[config.mk]
export PLATFORM = sky130hd
export DESIGN_NAME = trace_addr_filter
export DESIGN_NICKNAME = d
export VERILOG_FILES = /design/src/rtl/tf_pkg.sv /design/src/rtl/tf_cfg_regs.sv /design/src/rtl/tf_comparator.sv /design/src/rtl/tf_startstop.sv /design/src/rtl/trace_addr_filter.sv
export SDC_FILE = /design/constraint.sdc
export NUM_CORES = 2
export LEC_CHECK = 0
export BUFFER_PORTS_ARGS = -buffer_cell sky130_fd_sc_hd__buf_2
export CORE_AREA = 2 2 258 260
export DETAILED_ROUTE_END_ITERATION = 6
export DIE_AREA = 0 0 260 262
export HOLD_SLACK_MARGIN = 0.05
export PLACE_DENSITY = 0.74
export SYNTH_ARGS = -nofsm -noshare
export SYNTH_HDL_FRONTEND = slang
export SYNTH_SLANG_ARGS = --single-unit
[constraint.sdc]
create_clock -name clk -period 4.7 [get_ports clk]
set_clock_uncertainty 0.1 [all_clocks]
set_input_delay 0.235 -clock clk [delete_from_list [all_inputs] [get_ports clk]]
set_output_delay 0.235 -clock clk [all_outputs]
set_load 0.03 [all_outputs]
[src/rtl/tf_pkg.sv]
package tf_pkg;

  localparam int unsigned CFG_AW   = 7;
  localparam int unsigned IDX_CTRL = 0;
  localparam int unsigned IDX_INCL = 1;
  localparam int unsigned IDX_SSEL = 2;
  localparam int unsigned IDX_VAL  = 32;
  localparam int unsigned IDX_ACC  = 64;
  localparam int unsigned STOP_SH  = 16;
  localparam int unsigned STAT_BIT = 9;
  localparam logic [7:0]  EV_ALWAYS = 8'd1;

  // Exception-level mask as stored: [7:4] non-secure levels 0..3, [3:0] secure.
  typedef logic [7:0] el_mask_t;

  function automatic logic el_visible(el_mask_t m, logic [1:0] el, logic ns);
    logic [2:0] idx;
    idx = {ns, el};
    return !m[idx];
  endfunction

  function automatic logic in_window(logic [63:0] a, logic [63:0] lo, logic [63:0] hi);
    return (a >= lo) && (a <= hi);
  endfunction

endpackage

[src/rtl/tf_cfg_regs.sv]
module tf_cfg_regs
  import tf_pkg::*;
#(
  parameter int unsigned NUM_PAIRS = 4,
  parameter int unsigned ADDR_W    = 64,
  localparam int unsigned NUM_CMP  = 2 * NUM_PAIRS
) (
  input  logic                            clk,
  input  logic                            rst_n,
  input  logic                            cfg_we,
  input  logic [CFG_AW-1:0]               cfg_addr,
  input  logic [63:0]                     cfg_wdata,
  output logic [7:0]                      ev_sel,
  output logic [NUM_PAIRS-1:0]            incl_mask,
  output logic [NUM_CMP-1:0]              start_sel,
  output logic [NUM_CMP-1:0]              stop_sel,
  output logic [NUM_CMP-1:0][ADDR_W-1:0]  cmp_val,
  output el_mask_t [NUM_CMP-1:0]          cmp_acc,
  output logic                            ctrl_wr
);

  assign ctrl_wr = cfg_we && (cfg_addr == CFG_AW'(IDX_CTRL));

  always_ff @(posedge clk or negedge rst_n) begin
    if (!rst_n) begin
      ev_sel    <= '0;
      incl_mask <= '0;
      start_sel <= '0;
      stop_sel  <= '0;
    end else if (cfg_we) begin
      if (cfg_addr == CFG_AW'(IDX_CTRL)) ev_sel <= cfg_wdata[7:0];
      if (cfg_addr == CFG_AW'(IDX_INCL)) incl_mask <= cfg_wdata[NUM_PAIRS-1:0];
      if (cfg_addr == CFG_AW'(IDX_SSEL)) begin
        start_sel <= cfg_wdata[NUM_CMP-1:0];
        stop_sel  <= cfg_wdata[STOP_SH +: NUM_CMP];
      end
    end
  end

  for (genvar i = 0; i < NUM_CMP; i++) begin : g_cmp_regs
    always_ff @(posedge clk or negedge rst_n) begin
      if (!rst_n) begin
        cmp_val[i] <= '0;
        cmp_acc[i] <= '0;
      end else if (cfg_we) begin
        if (cfg_addr == CFG_AW'(IDX_VAL + i)) cmp_val[i] <= cfg_wdata[ADDR_W-1:0];
        if (cfg_addr == CFG_AW'(IDX_ACC + i)) cmp_acc[i] <= cfg_wdata[15:8];
      end
    end
  end

endmodule

[src/rtl/tf_comparator.sv]
module tf_comparator
  import tf_pkg::*;
#(
  parameter int unsigned ADDR_W = 64
) (
  input  logic [ADDR_W-1:0] addr,
  input  logic [1:0]        el,
  input  logic              ns,
  input  logic [ADDR_W-1:0] value,
  input  el_mask_t          acc,
  output logic              visible,
  output logic              at_or_above,
  output logic              at_or_below,
  output logic              equal
);

  assign visible     = el_visible(acc, el, ns);
  assign at_or_above = addr >= value;
  assign at_or_below = addr <= value;
  assign equal       = addr == value;

endmodule

[src/rtl/tf_startstop.sv]
module tf_startstop (
  input  logic clk,
  input  logic rst_n,
  input  logic instr_valid,
  input  logic start_hit,
  input  logic stop_hit,
  input  logic preset_we,
  input  logic preset_val,
  output logic status
);

  logic status_nxt;

  always_comb begin
    status_nxt = status;
    if (preset_we)                     status_nxt = preset_val;
    else if (instr_valid && stop_hit)  status_nxt = 1'b0;
    else if (instr_valid && start_hit) status_nxt = 1'b1;
  end

  always_ff @(posedge clk or negedge rst_n) begin
    if (!rst_n) status <= 1'b0;
    else        status <= status_nxt;
  end

endmodule

[src/rtl/trace_addr_filter.sv]
module trace_addr_filter
  import tf_pkg::*;
#(
  parameter int unsigned NUM_PAIRS = 4,
  parameter int unsigned ADDR_W    = 64
) (
  input  logic              clk,
  input  logic              rst_n,
  input  logic              cfg_we,
  input  logic [6:0]        cfg_addr,
  input  logic [63:0]       cfg_wdata,
  input  logic              instr_valid,
  input  logic [63:0]       instr_addr,
  input  logic [1:0]        instr_el,
  input  logic              instr_ns,
  output logic              trace_en,
  output logic              ss_status
);

  localparam int unsigned NUM_CMP = 2 * NUM_PAIRS;

  logic [7:0]                     ev_sel;
  logic [NUM_PAIRS-1:0]           incl_mask;
  logic [NUM_CMP-1:0]             start_sel;
  logic [NUM_CMP-1:0]             stop_sel;
  logic [NUM_CMP-1:0][ADDR_W-1:0] cmp_val;
  el_mask_t [NUM_CMP-1:0]         cmp_acc;
  logic                           ctrl_wr;

  logic [NUM_CMP-1:0]   c_vis, c_ge, c_le, c_eq;
  logic [NUM_CMP-1:0]   point_hit;
  logic [NUM_PAIRS-1:0] pair_hit;

  // Named internal events for the checker.
  logic event_ok;
  logic range_ok;
  logic ss_active;
  logic start_hit;
  logic stop_hit;
  logic ss_view;

  tf_cfg_regs #(.NUM_PAIRS(NUM_PAIRS), .ADDR_W(ADDR_W)) u_regs (
    .clk       (clk),
    .rst_n     (rst_n),
    .cfg_we    (cfg_we),
    .cfg_addr  (cfg_addr),
    .cfg_wdata (cfg_wdata),
    .ev_sel    (ev_sel),
    .incl_mask (incl_mask),
    .start_sel (start_sel),
    .stop_sel  (stop_sel),
    .cmp_val   (cmp_val),
    .cmp_acc   (cmp_acc),
    .ctrl_wr   (ctrl_wr)
  );

  for (genvar i = 0; i < NUM_CMP; i++) begin : g_cmp
    tf_comparator #(.ADDR_W(ADDR_W)) u_cmp (
      .addr        (instr_addr[ADDR_W-1:0]),
      .el          (instr_el),
      .ns          (instr_ns),
      .value       (cmp_val[i]),
      .acc         (cmp_acc[i]),
      .visible     (c_vis[i]),
      .at_or_above (c_ge[i]),
      .at_or_below (c_le[i]),
      .equal       (c_eq[i])
    );
    assign point_hit[i] = c_vis[i] && c_eq[i];
  end

  for (genvar k = 0; k < NUM_PAIRS; k++) begin : g_pair
    assign pair_hit[k] = c_vis[2*k] && c_vis[2*k+1] && c_ge[2*k] && c_le[2*k+1];
  end

  assign event_ok  = (ev_sel == EV_ALWAYS);
  assign range_ok  = (incl_mask == '0) || ((incl_mask & pair_hit) != '0);
  assign ss_active = (start_sel != '0) || (stop_sel != '0);
  assign start_hit = instr_valid && ((start_sel & point_hit) != '0);
  assign stop_hit  = instr_valid && ((stop_sel & point_hit) != '0);
  assign ss_view   = !ss_active || ss_status || start_hit;

  tf_startstop u_ss (
    .clk         (clk),
    .rst_n       (rst_n),
    .instr_valid (instr_valid),
    .start_hit   (start_hit),
    .stop_hit    (stop_hit),
    .preset_we   (ctrl_wr),
    .preset_val  (cfg_wdata[STAT_BIT]),
    .status      (ss_status)
  );

  assign trace_en = instr_valid && event_ok && range_ok && ss_view;

endmodule

---- Word level (Yosys, flattened, before mapping) ----
Cells that the tools add are included.
cells by class
  $add $sub $neg .......................... 0
  mux-type cells .......................... 19
  equal/unequal tests ..................... 27
  multipliers ............................. 0
  reduce and logical (&&, ||, !) cells .... 68
  shifts and indexed selects .............. 0
  bitwise logic cells ..................... 3
  order comparisons ....................... 9
  divide/modulo/power cells ............... 0
operators by type and width
  operator              count
  $eq A64 B64 Y1        8
  $ge A64 B64 Y1        4
  $le A64 B64 Y1        4
  $eq A7 B6 Y1 const B  8
  $eq A7 B7 Y1 const B  8
  $reduce_and A2 Y1     19
  $reduce_bool A8 Y1    4
  $logic_and A1 B1 Y1   28
  $bmux W1 S3           8
  $and A8 B8 Y8         2
  $mux W1               11
  $logic_not A1 Y1      9
  $eq A8 B1 Y1 const B  1
  $eq A7 B1 Y1 const B  1
  $eq A7 B2 Y1 const B  1
  $logic_not A7 Y1      1
  $and A4 B4 Y4         1
  $logic_not A4 Y1      1
  $logic_or A1 B1 Y1    4
  $lt A3 B4 Y1 const B  1
  $reduce_bool A4 Y1    1
  $reduce_bool A3 Y1    1
storage, ports and cells
  memory bits (writable) .................. 0
  output and inout port bits .............. 2
  memories kept ........................... 0
  bits in latches ......................... 0
  bits of input ports ..................... 142
  bits in read-only memories .............. 0
  flip-flop bits (word level) ............. 605

---- Logic depth before layout (Yosys ltp) ----
  depth in word-level cells ............... 11
  depth in mapped cells ................... 10
  depth with buffers taken out ............ 10

---- Cells and area by module ----
From an unflattened synthesis, not the netlist that was laid out.
unflattened totals
  cell total of the unflattened synthesis .. 3250
  area total of the unflattened synthesis .. 36495.0 sq um
by module, submodules not included
  module             area each (sq um)  instances  cells each
  tf_cfg_regs        22532.9            1          1311
  tf_comparator      1707.9             8          237
  trace_addr_filter  252.7              1          38
  tf_startstop       46.3               1          5

---- Least setup slack after synthesis ----
No wires, ideal clock.
  kind .................................... register to output
  from .................................... register u_regs.cmp_val[95] (netlist name)
  to ...................................... output trace_en
  cell stages (with the launch flop) ...... 11
  path slack .............................. 1.463 ns
  arrival ................................. 2.902 ns
  required time ........................... 4.365 ns
  path through ............................ dfrtp_1 -> inv_1 -> ha_1 -> nand3_2 -> or4_4 -> or4_4 -> nor4_4 -> nand3_2 -> a41oi_2 -> o21ai_0 -> a31oi_1
between the ends
  longest elaborated chain between the ends .. 7
  elaborated cells on any way between the ends .. 13
  classes of those cells .................. 1 x order compare; 1 x eq/ne; 2 x bitwise; 9 x reduce/logical
RTL lines
  what                                                       RTL line                                          RTL
  start, declared                                            tf_cfg_regs.sv:17                                 output logic [NUM_CMP-1:0][ADDR_W-1:0] cmp_val,
  start signal, assigned by index                            tf_cfg_regs.sv:46                                 if (cfg_addr == CFG_AW'(IDX_VAL + i)) cmp_val[i] <= cfg_wdata[ADDR_W-1:0];
  $le A64 B64 Y1 or $eq A64 B64 Y1 (tied branches)           tf_comparator.sv:19, tf_comparator.sv:20
  $logic_and A1 B1 Y1, on equally long branches              trace_addr_filter.sv:73, trace_addr_filter.sv:69
  $and A4 B4 Y4 or $and A8 B8 Y8 (tied branches)             trace_addr_filter.sv:77, trace_addr_filter.sv:79
  $reduce_bool A4 Y1 or $reduce_bool A8 Y1 (tied branches)   trace_addr_filter.sv:77, trace_addr_filter.sv:79
  $logic_or A1 B1 Y1 or $logic_and A1 B1 Y1 (tied branches)  trace_addr_filter.sv:77, trace_addr_filter.sv:79
  $logic_and A1 B1 Y1 or $logic_or A1 B1 Y1 (tied branches)  trace_addr_filter.sv:94, trace_addr_filter.sv:81
  $logic_and A1 B1 Y1 *                                      trace_addr_filter.sv:94                           assign trace_en = instr_valid && event_ok && range_ok && ss_view;
  end, declared                                              trace_addr_filter.sv:16                           output logic trace_en,
Mark *: on every way between the ends. The rest lies on a longest branch, timed or not.

---- Final worst setup path ----
  from .................................... register u_regs.cmp_val[334] (netlist name)
  to ...................................... output trace_en
The elaborated chain is that of the path after synthesis.

==> results.yml <==
setup_path:
  reg2reg_to: "u_ss.status"
  crit_path_max_incr_delay_ns: 0.74
  cp_top_family: "simple AND/OR/NAND/NOR gates"
  worst-path-stages: 11
  r2r_slack_ns: 1.01
  critPathBufInv: 2
  path_max_fanout: 3
  worstPathArrival_ns: 4.21
  r2r.worst_path.cells: 11
  crit_path_end_kind: "output pin"
  criticalPathCategory: "reg -> out"
  cp_slowest_cell: "nor4_1"
  r2r-start: "u_regs.cmp_val[334]"
  setup.worst_path.start_class: "flip-flop"
  crit_chain: "inv_1 > ha_1 > nand4_1 > nor4_1 > nand2_1 > nor4_1 > a2111oi_0 > a41oi_2 > o21ai_0 > a31oi_1 > buf_2"
  crit_top_cell: "nor4_1"
  required_ns: 4.37
logic_synthesis:
  netlist_area_um2: 35700
  synth_top_area_share_pct: 42.5
  yosysUniqueCellTypes: 70
  synth-seq-cells: 605
  synth_area_leader_cell: "dfrtp_1"
  postSynth.asyncResetShare_pct: 100
  synth-edff-count: 0
  avgSynthCellArea_um2: 10.5
  synth_warnings: 0
  netlist_instances: 3409
  ys_seq_area_share_pct: 42.5
  synth.area.top_cells: "dfrtp_1, ha_1, mux2_1, inv_1, nand2_1"
  synth_fp_nets: 4063
  synth_flop_cell: "dfrtp_1"
die:
  die_width_um: 260
  dieArea_um2: 68100
  io_pins: 144
  initial_utilization_pct: 54.6
  core_area_um2: 65300
  die_y_um: 262
  row_count: 94
cts:
  path_clk_slew_ns: 0.06
  htreeDepth: 3
  insertion_delay_ns: 0.63
  clock_sinks: 605
  clockBufferDepth: 3
  cts-root-buf: "clkbuf_16"
  cts_made_buffers: 69
  cts_tree: "done"
  post_cts_resized: 0
detailed_routing:
  drt.antenna.violating_nets: 0
  avgViaCountPerCell: 5.83
  dr_total_vias: 26500
  wirelength_mm: 94.5
  first_pass_iters: 6
  wl_per_cell_um: 20.8
  dr.first_iter.drc_count: 1688
  drc_errors: 0
finish:
  fillers: 5255
  mostFrequentLayoutCell: "dfrtp_1"
  drive_gt1_share_pct: 9.69
  fin_util_pct: 62.0
  area_growth_pct: 13.6
  fin_nets: 4279
  final_cell_mix: "dfrtp_1, inv_1, ha_1, mux2_1, nand2_1"
grt:
  grt_overflow: 0
  antenna_found_initial: 6
  grt_pass1_wl_mm: 149
  grt_max_degree: 120
  first_global_vias: 26800
  track_usage_pct: 28.2
sta:
  min_period_ns: 4.55
  period_share_pct: 96.8
  max_freq_mhz: 220
  tightest_slew_ns: 1.17
  slew_violations: 0
  final-setup-viol-count: 0
  hold_viol: 0
  rsz0062_at_grt: "false"
  worst_slack_ns: 0.151
  fin_setup_tns_ns: 0
  slew_headroom_pct: 22.2
power_and_ir_drop:
  pwr_density_cell_nw_per_um2: 343
  ir_drop_mv: 0.266
  power.leakage_uw: 0.0203
  p_total_uw: 13900
worst_hold_path:
  hp-start: "cfg_addr[5]"
  min_to: "u_regs.incl_mask[3]"
  hold_depth: 4
  hold_path.class: "in -> reg"
placement:
  hpwl_mm: 67.1
  routabilityCongestion: 0.972
  place_ws_ns: 0.790
  io_buffers: 143
run_status:
  status: "finished, final reports clean"
run:
  maxCapViolCount: 0
[cell families (layout without fill, tap and decap cells)]
group | count (synthesis) | count (layout) | synth area share [%]
AO/OA/AOI/OAI | 621 | 621 | 10.3
adder cells (fa/ha/maj) | 512 | 512 | 18.0
buffers and inverters | 622 | 888 | 6.58
flip-flops | 605 | 605 | 42.5
multiplexers | 439 | 439 | 14.4
other | 0 | 3 | 0
AND/OR/NAND/NOR | 610 | 610 | 8.31
[metrics by stage]
| stage | hold slack (ns) | instances | area (um2) |
|---|---|---|---|
| after CTS | 0.0936 | 4539 | 40500 |
| after global placement | 0.235 | 4351 | 37500 |
| after detailed placement | 0.242 | 4351 | 37500 |
| after global routing | 0.138 | 4541 | 40500 |
| final | 0.129 | 4542 | 40500 |
| after floorplan | -0.161 | 3409 | 35700 |
[worst max-delay path by stage]
| stage | slack [ns] | start | endpoint |
|---|---|---|---|
| after floorplan | 1.46 | u_regs.cmp_val[95] | trace_en |
| after global placement | 0.80 | instr_addr[29] | trace_en |
| after detailed placement | 0.79 | instr_addr[31] | trace_en |
| after CTS | 0.25 | u_regs.cmp_val[334] | trace_en |
| after global routing | 0.06 | u_regs.cmp_val[335] | trace_en |
| final | 0.15 | u_regs.cmp_val[334] | trace_en |
[what timing repair did]
action / 4_1_cts / 5_1_grt
setup buffers: 0 / 0
endpoints found under the hold margin: 599 / 0
hold buffers: 67 / 0
[synthesized netlist by cell type, drive strengths merged, types with 7 or more instances]
cell type	n
a2111oi	7
nand3	55
clkbuf	90
mux2	418
nand2	289
o21ai	252
a21o	77
and4	7
buf	9
o211ai	15
inv	523
nor4	31
o21a	9
mux4	16
a21oi	177
a211oi	19
ha	512
nor2b	18
a221o	7
nor3	24
nor2	53
dfrtp	605
a221oi	14
nand4	106
[report_power, final]
part	total [uW]	switching, uW	internal, uW
sequential	5920	209	5720
combinational	2520	1480	1040
clock	5440	2250	3200
[metal layers]
metal,global-route usage (%),share of wire (%),vias to the layer above
met5,0,0.038,-
met4,11.5,4.0,6
met3,4.46,5.6,222
li1,-,-,12400
met2,46.1,47,723
met1,37.6,44,13100
[worst register-to-register path, cell delays in order (launching register included)]
cell           delay, ns
dfrtp_1             0.32
inv_1               0.05
ha_1                0.31
nand4_1             0.23
nor4_1              0.74
nand2_1             0.21
nor4_1              0.37
a2111oi_0           0.21
a41oi_2             0.27
a21oi_1             0.08
nor3_2              0.18
dlygate4sd3_1       0.57
[registers in the layout, summed over array words and instances, names as in the netlist]
register,flops
u_regs.cmp_val,512
u_regs.cmp_acc,64
u_regs.ev_sel,8
u_regs.start_sel,8
u_regs.stop_sel,8
u_regs.incl_mask,4
u_ss.status,1
[area by class of cell]
cell class	count	area, um2	area share (%)
clock buffers	98	2040	5.03
repair buffers	244	1780	4.39
well taps	864	1080	2.67
flip-flops and latches	605	15100	37.4
multi-input cells	2182	18200	45.1
diodes	3	7.51	0.0185
clock inverters	23	240	0.593
inverters	523	1960	4.85
Note: power is estimated with default switching activity, not from simulation.
